--- src/rtl/irq_arb_pkg.sv ---
package irq_arb_pkg;
   localparam int VEC_NMI  = 0;
   localparam int VEC_BRK  = 1;
   localparam int VEC_BASE = 2;

   function automatic int vec_width(input int nsrc);
      return (nsrc + VEC_BASE > 2) ? $clog2(nsrc + VEC_BASE) : 1;
   endfunction

   function automatic int idx_width(input int nsrc);
      return (nsrc > 1) ? $clog2(nsrc) : 1;
   endfunction
endpackage

--- src/rtl/irq_elig.sv ---
module irq_elig #(
   parameter int NUM_SRC = 8
) (
   input  logic [NUM_SRC-1:0] req_i,
   input  logic [NUM_SRC-1:0] en_i,
   input  logic [NUM_SRC-1:0] lvl_i,
   input  logic               mask_i_i,
   input  logic               mask_ui_i,
   output logic [NUM_SRC-1:0] hi_ok_o,
   output logic [NUM_SRC-1:0] lo_ok_o
);
   logic hi_gate;
   logic lo_gate;

   assign hi_gate = !mask_i_i || !mask_ui_i;
   assign lo_gate = !mask_i_i;

   for (genvar k = 0; k < NUM_SRC; k++) begin : g_src
      logic live;
      assign live       = req_i[k] && en_i[k];
      assign hi_ok_o[k] = live &&  lvl_i[k] && hi_gate;
      assign lo_ok_o[k] = live && !lvl_i[k] && lo_gate;
   end
endmodule

--- src/rtl/irq_prio_pick.sv ---
module irq_prio_pick #(
   parameter int N     = 8,
   parameter int IDX_W = 3
) (
   input  logic [N-1:0]     req_i,
   output logic             found_o,
   output logic [IDX_W-1:0] idx_o
);
   always_comb begin
      found_o = |req_i;
      idx_o   = '0;
      for (int k = N - 1; k >= 0; k--) begin
         if (req_i[k]) idx_o = IDX_W'(k);
      end
   end
endmodule

--- src/rtl/irq_mask_reg.sv ---
module irq_mask_reg (
   input  logic clk_i,
   input  logic rst_ni,
   input  logic set_i,
   input  logic i_we_i,
   input  logic i_wdata_i,
   input  logic ui_we_i,
   input  logic ui_wdata_i,
   output logic i_q_o,
   output logic ui_q_o
);
   always_ff @(posedge clk_i or negedge rst_ni) begin
      if (!rst_ni) begin
         i_q_o  <= 1'b1;
         ui_q_o <= 1'b1;
      end else if (set_i) begin
         i_q_o  <= 1'b1;
         ui_q_o <= 1'b1;
      end else begin
         if (i_we_i)  i_q_o  <= i_wdata_i;
         if (ui_we_i) ui_q_o <= ui_wdata_i;
      end
   end
endmodule

--- src/rtl/prio_irq_arbiter.sv ---
module prio_irq_arbiter
   import irq_arb_pkg::*;
#(
   parameter int NUM_SRC = 8,
   localparam int VEC_W  = vec_width(NUM_SRC),
   localparam int IDX_W  = idx_width(NUM_SRC)
) (
   input  logic               clk_i,
   input  logic               rst_ni,
   input  logic [NUM_SRC-1:0] src_req_i,
   input  logic [NUM_SRC-1:0] src_en_i,
   input  logic [NUM_SRC-1:0] src_lvl_i,
   input  logic               nmi_req_i,
   input  logic               brk_req_i,
   input  logic               insn_done_i,
   input  logic               i_we_i,
   input  logic               i_wdata_i,
   input  logic               ui_we_i,
   input  logic               ui_wdata_i,
   output logic               mask_i_o,
   output logic               mask_ui_o,
   output logic               take_o,
   output logic [VEC_W-1:0]   vec_o
);
   if (NUM_SRC < 1 || NUM_SRC > 256) begin : g_bad_nsrc
      $error("prio_irq_arbiter: NUM_SRC out of range");
   end

   logic [NUM_SRC-1:0] hi_ok;
   logic [NUM_SRC-1:0] lo_ok;
   logic               hi_found;
   logic               lo_found;
   logic [IDX_W-1:0]   hi_idx;
   logic [IDX_W-1:0]   lo_idx;
   logic               any_ok;
   logic               accept;
   logic [VEC_W-1:0]   win_vec;

   irq_elig #(.NUM_SRC(NUM_SRC)) elig_i (
      .req_i     (src_req_i),
      .en_i      (src_en_i),
      .lvl_i     (src_lvl_i),
      .mask_i_i  (mask_i_o),
      .mask_ui_i (mask_ui_o),
      .hi_ok_o   (hi_ok),
      .lo_ok_o   (lo_ok)
   );

   irq_prio_pick #(.N(NUM_SRC), .IDX_W(IDX_W)) pick_hi_i (
      .req_i   (hi_ok),
      .found_o (hi_found),
      .idx_o   (hi_idx)
   );

   irq_prio_pick #(.N(NUM_SRC), .IDX_W(IDX_W)) pick_lo_i (
      .req_i   (lo_ok),
      .found_o (lo_found),
      .idx_o   (lo_idx)
   );

   always_comb begin
      win_vec = '0;
      if (nmi_req_i)      win_vec = VEC_W'(VEC_NMI);
      else if (brk_req_i) win_vec = VEC_W'(VEC_BRK);
      else if (hi_found)  win_vec = VEC_W'(hi_idx) + VEC_W'(VEC_BASE);
      else if (lo_found)  win_vec = VEC_W'(lo_idx) + VEC_W'(VEC_BASE);
   end

   assign any_ok = nmi_req_i || brk_req_i || hi_found || lo_found;
   assign accept = insn_done_i && any_ok;

   irq_mask_reg mask_i (
      .clk_i      (clk_i),
      .rst_ni     (rst_ni),
      .set_i      (accept),
      .i_we_i     (i_we_i),
      .i_wdata_i  (i_wdata_i),
      .ui_we_i    (ui_we_i),
      .ui_wdata_i (ui_wdata_i),
      .i_q_o      (mask_i_o),
      .ui_q_o     (mask_ui_o)
   );

   always_ff @(posedge clk_i or negedge rst_ni) begin
      if (!rst_ni) begin
         take_o <= 1'b0;
         vec_o  <= '0;
      end else begin
         take_o <= accept;
         if (accept) vec_o <= win_vec;
      end
   end
endmodule

--- config.mk ---
export PLATFORM = sky130hd
export DESIGN_NAME = prio_irq_arbiter
export DESIGN_NICKNAME = d
export VERILOG_FILES = /design/src/rtl/irq_arb_pkg.sv /design/src/rtl/irq_elig.sv /design/src/rtl/irq_prio_pick.sv /design/src/rtl/irq_mask_reg.sv /design/src/rtl/prio_irq_arbiter.sv
export SDC_FILE = /design/constraint.sdc
export NUM_CORES = 1
export LEC_CHECK = 0
export BUFFER_PORTS_ARGS = -buffer_cell sky130_fd_sc_hd__buf_2
export CAP_MARGIN = 20
export CORE_UTILIZATION = 45
export DETAILED_ROUTE_END_ITERATION = 10
export GPL_TIMING_DRIVEN = 0
export PLACE_DENSITY = 0.85
export SLEW_MARGIN = 20
export SYNTH_ARGS = -nofsm -noshare
export SYNTH_HDL_FRONTEND = slang
export SYNTH_HIERARCHICAL = 1
export SYNTH_SLANG_ARGS = --single-unit
--- constraint.sdc ---
create_clock -name clk_i -period 6.51 [get_ports clk_i]
set_input_delay 0 -clock clk_i [delete_from_list [all_inputs] [get_ports clk_i]]
set_output_delay 0 -clock clk_i [all_outputs]
set_load 0.02 [all_outputs]
-- Word level (Yosys, flattened, before mapping)
Cells that the tools add are included.
- bits in registers: 7
- latch bits: 0
- bits in writable memories: 0
- ROM bits: 0
- bits of input ports: 33
- word-level logic and storage cells: 89
- memories kept: 0
- add/sub/neg operators: 2
- multiply operators: 0
- div/mod/pow operators: 0
- order comparisons: 0
- equal/unequal tests: 0
- shift-type cells: 0
- multiplexer cells: 24
- bitwise operators: 0
- reductions and logical operators: 59
- operators by type and width (cell ; number):
    3-bit 2-to-1 mux ; 16
    1-bit logical AND ; 41
    4-bit 2-to-1 mux ; 4
    8-bit OR reduction ; 2
    1-bit zero test ; 10
    3-bit by 2-bit adder with 4-bit output (second input constant) ; 2
    1-bit logical OR ; 4
    1-bit 2-to-1 mux ; 4
    2-bit nonzero test ; 2

-- Logic depth before layout (Yosys ltp)
Gate-level depths: netlist of run 1.
- word-level depth: 16
- gate-level depth with buffers: 9
- mapped depth without buffers: 8

-- Modules after synthesis
Netlist of run 1, hierarchy kept.
- by module, submodules not included (module ; instances ; cells each ; area each (um^2)):
    prio_irq_arbiter ; 1 ; 26 ; 276.5
    irq_elig ; 1 ; 26 ; 165.2
    irq_prio_pick ; 2 ; 13 ; 81.3
    irq_mask_reg ; 1 ; 6 ; 82.6

-- Least setup slack after synthesis of run 1
No wires, ideal clock.
- path type: reg-to-reg
- start point: register mask_i.i_q_o
- end point: register mask_i.i_q_o
- library setup time: 82 ps
- arrival time: 2299 ps
- setup slack: 4130 ps
- cell stages (with the launch flop): 9
- path buffers: 1
- cells stage by stage: dfstp_2 -> buf_6 -> nand2_4 -> and4_1 -> nor4_2 -> nand3_1 -> o41ai_4 -> inv_1 -> a211o_1
- cells in the longest elaborated chain, start to end: 8
- RTL lines (item ; line ; source):
    from (decl) ; irq_mask_reg.sv:9 ; output logic i_q_o,
    from (signal assigned) ; irq_mask_reg.sv:20 ; if (i_we_i) i_q_o <= i_wdata_i;
    1-bit zero test * ; irq_elig.sv:15 ; assign hi_gate = !mask_i_i || !mask_ui_i;
    1-bit logical OR * ; irq_elig.sv:15 ;
    1-bit logical AND * ; irq_elig.sv:21 ; assign hi_ok_o[k] = live && lvl_i[k] && hi_gate;
    net hi_ok[4] ; prio_irq_arbiter.sv:29 ; logic [NUM_SRC-1:0] hi_ok;
    8-bit OR reduction * ; irq_prio_pick.sv:10 ; found_o = |req_i;
    net hi_found ; prio_irq_arbiter.sv:31 ; logic hi_found;
    1-bit logical OR * (2 in a row) ; prio_irq_arbiter.sv:69 ; assign any_ok = nmi_req_i || brk_req_i || hi_found || lo_found;
    1-bit logical AND * ; prio_irq_arbiter.sv:70 ; assign accept = insn_done_i && any_ok;
    net accept ; prio_irq_arbiter.sv:36 ; logic accept;
    1-bit 2-to-1 mux or 2-bit nonzero test (tied branches) ; n/a ;
The timed path passes the listed nets; every way through them passes the cells marked *.
A chain may end at the register's enable or synchronous reset.

-- Final worst setup path of run 1
- start point: register mask_i.i_q_o
- end point: register mask_i.ui_q_o
- cells in the longest elaborated chain, start to end: 8
- RTL lines (item ; line ; source):
    1-bit zero test * ; irq_elig.sv:15 ;
    1-bit logical OR * ; irq_elig.sv:15 ;
    1-bit logical AND * ; irq_elig.sv:21 ;
    net hi_ok[4] ; prio_irq_arbiter.sv:29 ;
    8-bit OR reduction * ; irq_prio_pick.sv:10 ;
    net hi_found ; prio_irq_arbiter.sv:31 ;
    1-bit logical OR * (2 in a row) ; prio_irq_arbiter.sv:69 ;
    1-bit logical AND * ; prio_irq_arbiter.sv:70 ;
    net accept ; prio_irq_arbiter.sv:36 ;
    1-bit 2-to-1 mux or 2-bit nonzero test (tied branches) ; n/a ;
    to (signal assigned) ; irq_mask_reg.sv:21 ; if (ui_we_i) ui_q_o <= ui_wdata_i;
    to (decl) ; irq_mask_reg.sv:10 ; output logic ui_q_o
Marked as above.

==> flow_summary.toml, run 1 <==
[sta]
setup_viol = 0
finalClockSkew_ps = 1.838
fin_crit_sh_pct = 48.11
worst_slack_ps = 3378
fin_setup_tns_ps = 0
rsz0062_at_grt = "false"
tightest_slew_ps = 486.5
max_slew_margin_pct = 67.32
timing.fmax_mhz = 319.3
layout_min_cycle_time_ps = 3132
timing_hold_violations_final = 0
finalMaxSlewViolations = 0

[place]
routabilityCongestion = 0.8363
hpwl_mm = 1.536
dp.cells = 138
port_buffers = 39
place_ws_ps = 3930

[setup_path]
path_depth = 9
cp_top_family = "simple AND/OR/NAND/NOR gates"
critPathMaxFanout = 9
worstPathCellList = "buf_6, nand2_4, and4_1, nor4_2, nand3_1, o41ai_4, inv_1, a211o_1, dlygate4sd3_1"
worst_setup_path_start_kind = "register"
crit_slowest_cell = "dfstp_2"
endpoint = "mask_i/ui_q_o$_DFFE_PN1P_"
max_stage_delay_ps = 550
regToRegSetupSlack_ps = 3380
crit_buf_inv = 3
cp.arrival_ps = 3310
startpoint = "mask_i/i_q_o$_DFFE_PN1P_"
required_ps = 6690
r2r_end = "mask_i/ui_q_o$_DFFE_PN1P_"
crit_path_end_kind = "register"
reg2reg_depth = 9
worstSetupPathType = "register to register"
reg2reg_from = "mask_i/i_q_o$_DFFE_PN1P_"

[clock_network]
cts_setup_buffers = 0
cts_root_buf = "clkbuf_4"
post_cts_resized = 0
numCtsBuffers = 3
htree_levels = 1
clkLatencyLatePin_ps = 250
clock-sinks = 7
hold_buffers = 5
clk_path_buf_depth = 2
cts_tree = "done"
clk_pin_slew_ps = 60

[grt]
grt_util_all_layers_pct = 24.63
grt_max_degree = 10
grt_pass1_wl_mm = 2.663
grt-ovfl-total = 0
antenna_found_initial = 0
grt_pass1_vias = 674

[synth]
synthTopCellsByArea = "dfrtp_1 (18%), and4_1 (8.9%), dfstp_2 (7.7%)"
ys_seq_area_share_pct = 25.87
syn_area_per_cell_um2 = 8.177
syn_inst = 84
synth_seq_cells = 7
yosys.area.top_type_share_pct = 18.21
ys_types = 28
syn_nets = 119
yosys_warnings = 6
synth_top_area_cell = "dfrtp_1"
netlist_area_um2 = 686.9

[route]
drtIter0Drc = 26
drtPass1Iterations = 4
via_count = 842
ant_nets = 0
wire_per_inst_um = 12.78
drt-total-wl_mm = 1.878
drc = 0
viasPerCell = 5.728

[pwr]
power.density_nw_per_um2 = 153.3
p_leak_nw = 0.4786
peakVddDrop_mv = 0.1278

[finish]
multi_input_comb_area_um2 = 486.7
n_fill_cell = 113
diodes = 0
finalNonFillerCells = 147
drive_gt1_share_pct = 40.15
seqCellArea_um2 = 177.7
nNetsFinal = 168
area_growth_pct = 42.44
fin_util_pct = 71.61

[floorplan]
ios = 40
fp.dieH_um = 41.07
coreArea_um2 = 1366
start_util_pct = 50.27
fp.dieArea_um2 = 1687
rows = 13
die_x_um = 41.07

[run]
max_cap_violations = 0

[hold_path]
hold_class = "input pin to register"

[status]
status = "finished, final reports clean"
placed cells by master, fill, tap and decap left out, types with 2 or more instances in the layout:
cell | netlist | layout
and3b_1 | 2 | 2
a21boi_0 | 2 | 2
a211o_1 | 2 | 2
o21ai_0 | 3 | 3
nor2_1 | 7 | 7
nand2_1 | 12 | 12
nor3_1 | 8 | 8
nor2b_1 | 5 | 5
nor4_2 | 2 | 2
a22oi_1 | 2 | 2
a21oi_1 | 3 | 3
buf_2 | 0 | 39
inv_1 | 3 | 3
nand3_1 | 2 | 2
and4_1 | 7 | 7
o21bai_1 | 2 | 2
o41ai_1 | 2 | 2
dlygate4sd3_1 | 0 | 5
ha_1 | 2 | 2
clkbuf_4 | 0 | 3
o21ai_1 | 3 | 3
dfstp_2 | 2 | 2
dfrtp_1 | 5 | 5
cell usage after synthesis, drive strengths merged:
master and count:
and3b 2, nand2 13, nor3 8, nor2b 6, inv 3, buf 1, a21oi 3, a211o 2
ha 2, o21ai 6, nor2 7, dfstp 2, nand2b 1, a221oi 1, o21bai 2, dfrtp 5
or2 1, o41ai 3, a21boi 2, a22oi 2, and4 8, nor4 2, nand3 2
registers in the layout, indices dropped and copies added, names as in the netlist:
signal and count:
vec_o 4, mask_i/i_q_o 1, mask_i/ui_q_o 1, take_o 1
layout make-up:
type	count	area share [%]
plain buffers	1	1.151
clock buffers	3	2.302
clock inverters	1	0.5115
inverters	3	1.151
multi-input cells	73	49.74
flip-flops and latches	7	18.16
well taps	15	1.918
repair buffers	44	25.06
kinds of logic (layout without fill, tap and decap cells):
kind of cell / after synthesis / count (layout) / share of synthesized area [%]
AND/OR/NAND/NOR: 50 / 50 / 43.72
AO/OA/AOI/OAI: 21 / 21 / 23.50
flip-flops: 7 / 7 / 25.87
buffers and inverters: 4 / 52 / 3.278
adder cells (fa/ha/maj): 2 / 2 / 3.642
where the power goes:
group          switching [W]   total, W  internal, W
clock              0.0000180  0.0000405    0.0000225
sequential        0.00000231  0.0000503    0.0000480
combinational      0.0000319  0.0000591    0.0000272
total              0.0000522   0.000150    0.0000978
per-layer routing:
metal	up-vias	track usage (%)	routed length [um]
met4	0	15.83	31
li1	420	-	-
met2	31	43.75	941
met5	-	0	0
met3	6	2.717	95
met1	385	27.24	809
how the worst min path moves through the flow:
stage	cells past startpoint	slack, ps	end	from
floorplan	0	-300	take_o$_DFF_PN0_	rst_ni
global placement	1	-170	vec_o[3]$_DFFE_PN0P_	rst_ni
finish	3	60	vec_o[0]$_DFFE_PN0P_	insn_done_i
detailed placement	1	-160	vec_o[3]$_DFFE_PN0P_	rst_ni
global route	3	70	vec_o[0]$_DFFE_PN0P_	brk_req_i
CTS	3	40	vec_o[0]$_DFFE_PN0P_	insn_done_i
tightest hold or removal path, stage by stage:
cell	delay [ps]
buf_2	120
nand2b_1	80
o21ai_1	70
per-stage QoR:
step	hold slack [ps]	instance area, um2	total power (W)
2_1_floorplan	-295.6	686.9	0.00008493
3_3_place_gp	-167.4	900.9	0.0001048
3_5_place_dp	-155.7	900.9	0.0001070
4_1_cts	41.52	978.4	0.0001524
5_1_grt	67.67	978.4	0.0001602
6_report	55.04	978.4	0.0001500
Note: power is estimated with default switching activity, not from simulation.
==> run 2, diff against run 1 <==
--- a/config.mk
+++ b/config.mk
@@ -7,10 +7,10 @@
 export LEC_CHECK = 0
 export BUFFER_PORTS_ARGS = -buffer_cell sky130_fd_sc_hd__buf_2
 export CAP_MARGIN = 20
-export CORE_UTILIZATION = 45
+export CORE_UTILIZATION = 38
 export DETAILED_ROUTE_END_ITERATION = 10
 export GPL_TIMING_DRIVEN = 0
-export PLACE_DENSITY = 0.85
+export PLACE_DENSITY = 0.77
 export SLEW_MARGIN = 20
 export SYNTH_ARGS = -nofsm -noshare
 export SYNTH_HDL_FRONTEND = slang
==> constraint.sdc (replaced) <==
create_clock -name clk_i -period 2.7 [get_ports clk_i]
set_input_delay 0 -clock clk_i [delete_from_list [all_inputs] [get_ports clk_i]]
set_output_delay 0 -clock clk_i [all_outputs]
set_load 0.02 [all_outputs]
==> run 2 against run 1 <==
Net effect: non-clock buffer count increased by 1; utilization decreased by 9.1 points; sequential share of layout area is 0.32 points lower; clock power up 140%; worst setup slack got worse by 3100 ps; worst hold slack got worse by 45 ps; highest routed layer unchanged; register-to-register slack got worse by 3100 ps; wire length is 5.8% lower; largest power group unchanged; final area rose by 1.8%; combinational power grew 140%; largest cell class unchanged; via count decreased by 4.4%; global-route usage is 4.9 points lower.
==> flow_summary.toml, run 2 (same netlist as run 1, synthesis figures left out) <==
[status]
status = "finished, final reports clean"

[finish]
largest_register_ffs = 4
diodes = 0
nNetsFinal = 169
top_register = "vec_o"
layout_commonest_cell = "buf_2"
area_growth_pct = 44.99
final_cell_mix = "buf_2 (39), nand2_1 (12), nor3_1 (8)"
drive_gt1_share_pct = 39.85
n_fill_cell = 132

[route]
drc = 0
drtPass1Iterations = 4
via_count = 805
wire_per_inst_um = 11.27
drtIter0Drc = 10
viasPerCell = 5.127
drt-total-wl_mm = 1.770
ant_nets = 0

[pwr]
p_clk_share_pct = 26.9
peakVddDrop_mv = 0.3586
p_sw_share_pct = 33.93
internal_power_w = 0.0002382
switchingPower_w = 0.0001223
power_frac_seq_pct = 33.7
share_comb_of_total_power_pct = 39.4
p_total_w = 0.0003605
p_leak_nw = 0.4834
power.density_nw_per_um2 = 361.9

[floorplan]
fp.dieArea_um2 = 1982
rows = 14
coreArea_um2 = 1594
start_util_pct = 43.09
fp.dieH_um = 44.52
ios = 40
die_x_um = 44.52

[setup_path]
critPathMaxFanout = 9
crit_buf_inv = 2
worstSetupPathType = "register to register"
cp_top_family = "simple AND/OR/NAND/NOR gates"
max_stage_delay_ps = 540
cp.arrival_ps = 2630
crit_path_end_kind = "register"
worst_setup_path_start_kind = "register"
crit_slowest_cell = "dfstp_2"
required_ps = 2890
worstPathCellList = "buf_6, nand2_4, and4_1, nor4_2, nand3_1, o41ai_4, inv_1, a211o_1"

[sta]
rsz0062_at_grt = "false"
layout_min_cycle_time_ps = 2440
timing_hold_violations_final = 0
timing.fmax_mhz = 409.9
finalMaxSlewViolations = 0
tightest_slew_ps = 431.9
max_slew_margin_pct = 70.99
fin_setup_tns_ps = 0
finalClockSkew_ps = 5.413
fin_crit_sh_pct = 90.37
setup_viol = 0

[run]
max_cap_violations = 0

[clock_network]
post_cts_resized = 0
clk_path_buf_depth = 2
numCtsBuffers = 3
clkLatencyLatePin_ps = 260
cts_tree = "done"
clk_pin_slew_ps = 50
htree_levels = 1
clock-sinks = 7
cts_root_buf = "clkbuf_4"

[grt]
antenna_found_initial = 0
grt_util_all_layers_pct = 19.70
grt_pass1_vias = 746
grt_pass1_wl_mm = 2.870
grt-ovfl-total = 0
grt_max_degree = 10

[place]
port_buffers = 39
hpwl_mm = 1.504
routabilityCongestion = 0.8924

[hold_path]
hold_class = "input pin to register"
[run 2: worst paths after layout]
path                       depth (start not counted)                         to                     start  slack, ps
min                                                3           take_o$_DFF_PN0_               insn_done_i         10
max in group asynchronous                          2  mask_i/ui_q_o$_DFFE_PN1P_                    rst_ni       2380
max                                                8  mask_i/ui_q_o$_DFFE_PN1P_  mask_i/i_q_o$_DFFE_PN1P_        260
min reg2reg                                        2       vec_o[2]$_DFFE_PN0P_      vec_o[2]$_DFFE_PN0P_        480
min in group asynchronous                          2           take_o$_DFF_PN0_                    rst_ni        100
max reg2reg                                        8  mask_i/ui_q_o$_DFFE_PN1P_  mask_i/i_q_o$_DFFE_PN1P_        260
[run 2: worst register-to-register path: cells and delay by family, from the launching register on]
kind                   cells  cell delay, ps
AND/OR/NAND/NOR            4             950
AO/OA/AOI/OAI              2             630
flip-flops                 1             540
buffers and inverters      2             250
[run 2: final cells by class]
type | instances | area (um2) | area share, %
Buffer | 1 | 11.26 | 1.131
Clock buffer | 4 | 26.28 | 2.638
Inverter | 3 | 11.26 | 1.131
Multi-Input combinational cell | 73 | 486.7 | 48.87
Sequential cell | 7 | 177.7 | 17.84
Tap cell | 24 | 30.03 | 3.015
Timing Repair Buffer | 45 | 252.7 | 25.38
[run 2: through the flow]
| stage | utilization, % | worst slack (ps) | instance area [um2] | hold slack, ps | std cells |
|---|---|---|---|---|---|
| 3_5_place_dp | 57.22 | 150.7 | 912.1 | -158.1 | 147 |
| 3_3_place_gp | 57.22 | 202.2 | 912.1 | -163.8 | 147 |
| 2_1_floorplan | - | 319.5 | 686.9 | -295.6 | 84 |
| 6_report | 62.48 | 260.1 | 996.0 | 10.46 | 157 |
| 4_1_cts | 62.01 | 141.0 | 988.4 | 32.60 | 156 |
| 5_1_grt | 62.48 | 130.5 | 996.0 | 24.38 | 157 |
[run 2: power groups by stage]
stage | sequential (W) | combinational (W) | clock (W)
after floorplan | 0.000134 | 0.0000707 | 0
after global placement | 0.000122 | 0.000130 | 0
after detailed placement | 0.000123 | 0.000134 | 0
after CTS | 0.000121 | 0.000140 | 0.000101
after global routing | 0.000122 | 0.000156 | 0.000107
final | 0.000121 | 0.000142 | 0.0000971
[run 2: per-layer routing]
layer  global-route usage [%]  part of all wire (%)  up-vias
li1                         -                     -      418
met1                    23.33                    44      361
met2                    33.24                    50       21
met3                    6.122                   4.1        5
met4                    7.273                   1.4        0
met5                        0                     0        -
[run 2: repair_timing]
action,4_1_cts,5_1_grt
setup buffers,0,1
endpoints found under the hold margin,9,0
setup endpoints to repair,0,2
hold buffers,5,0
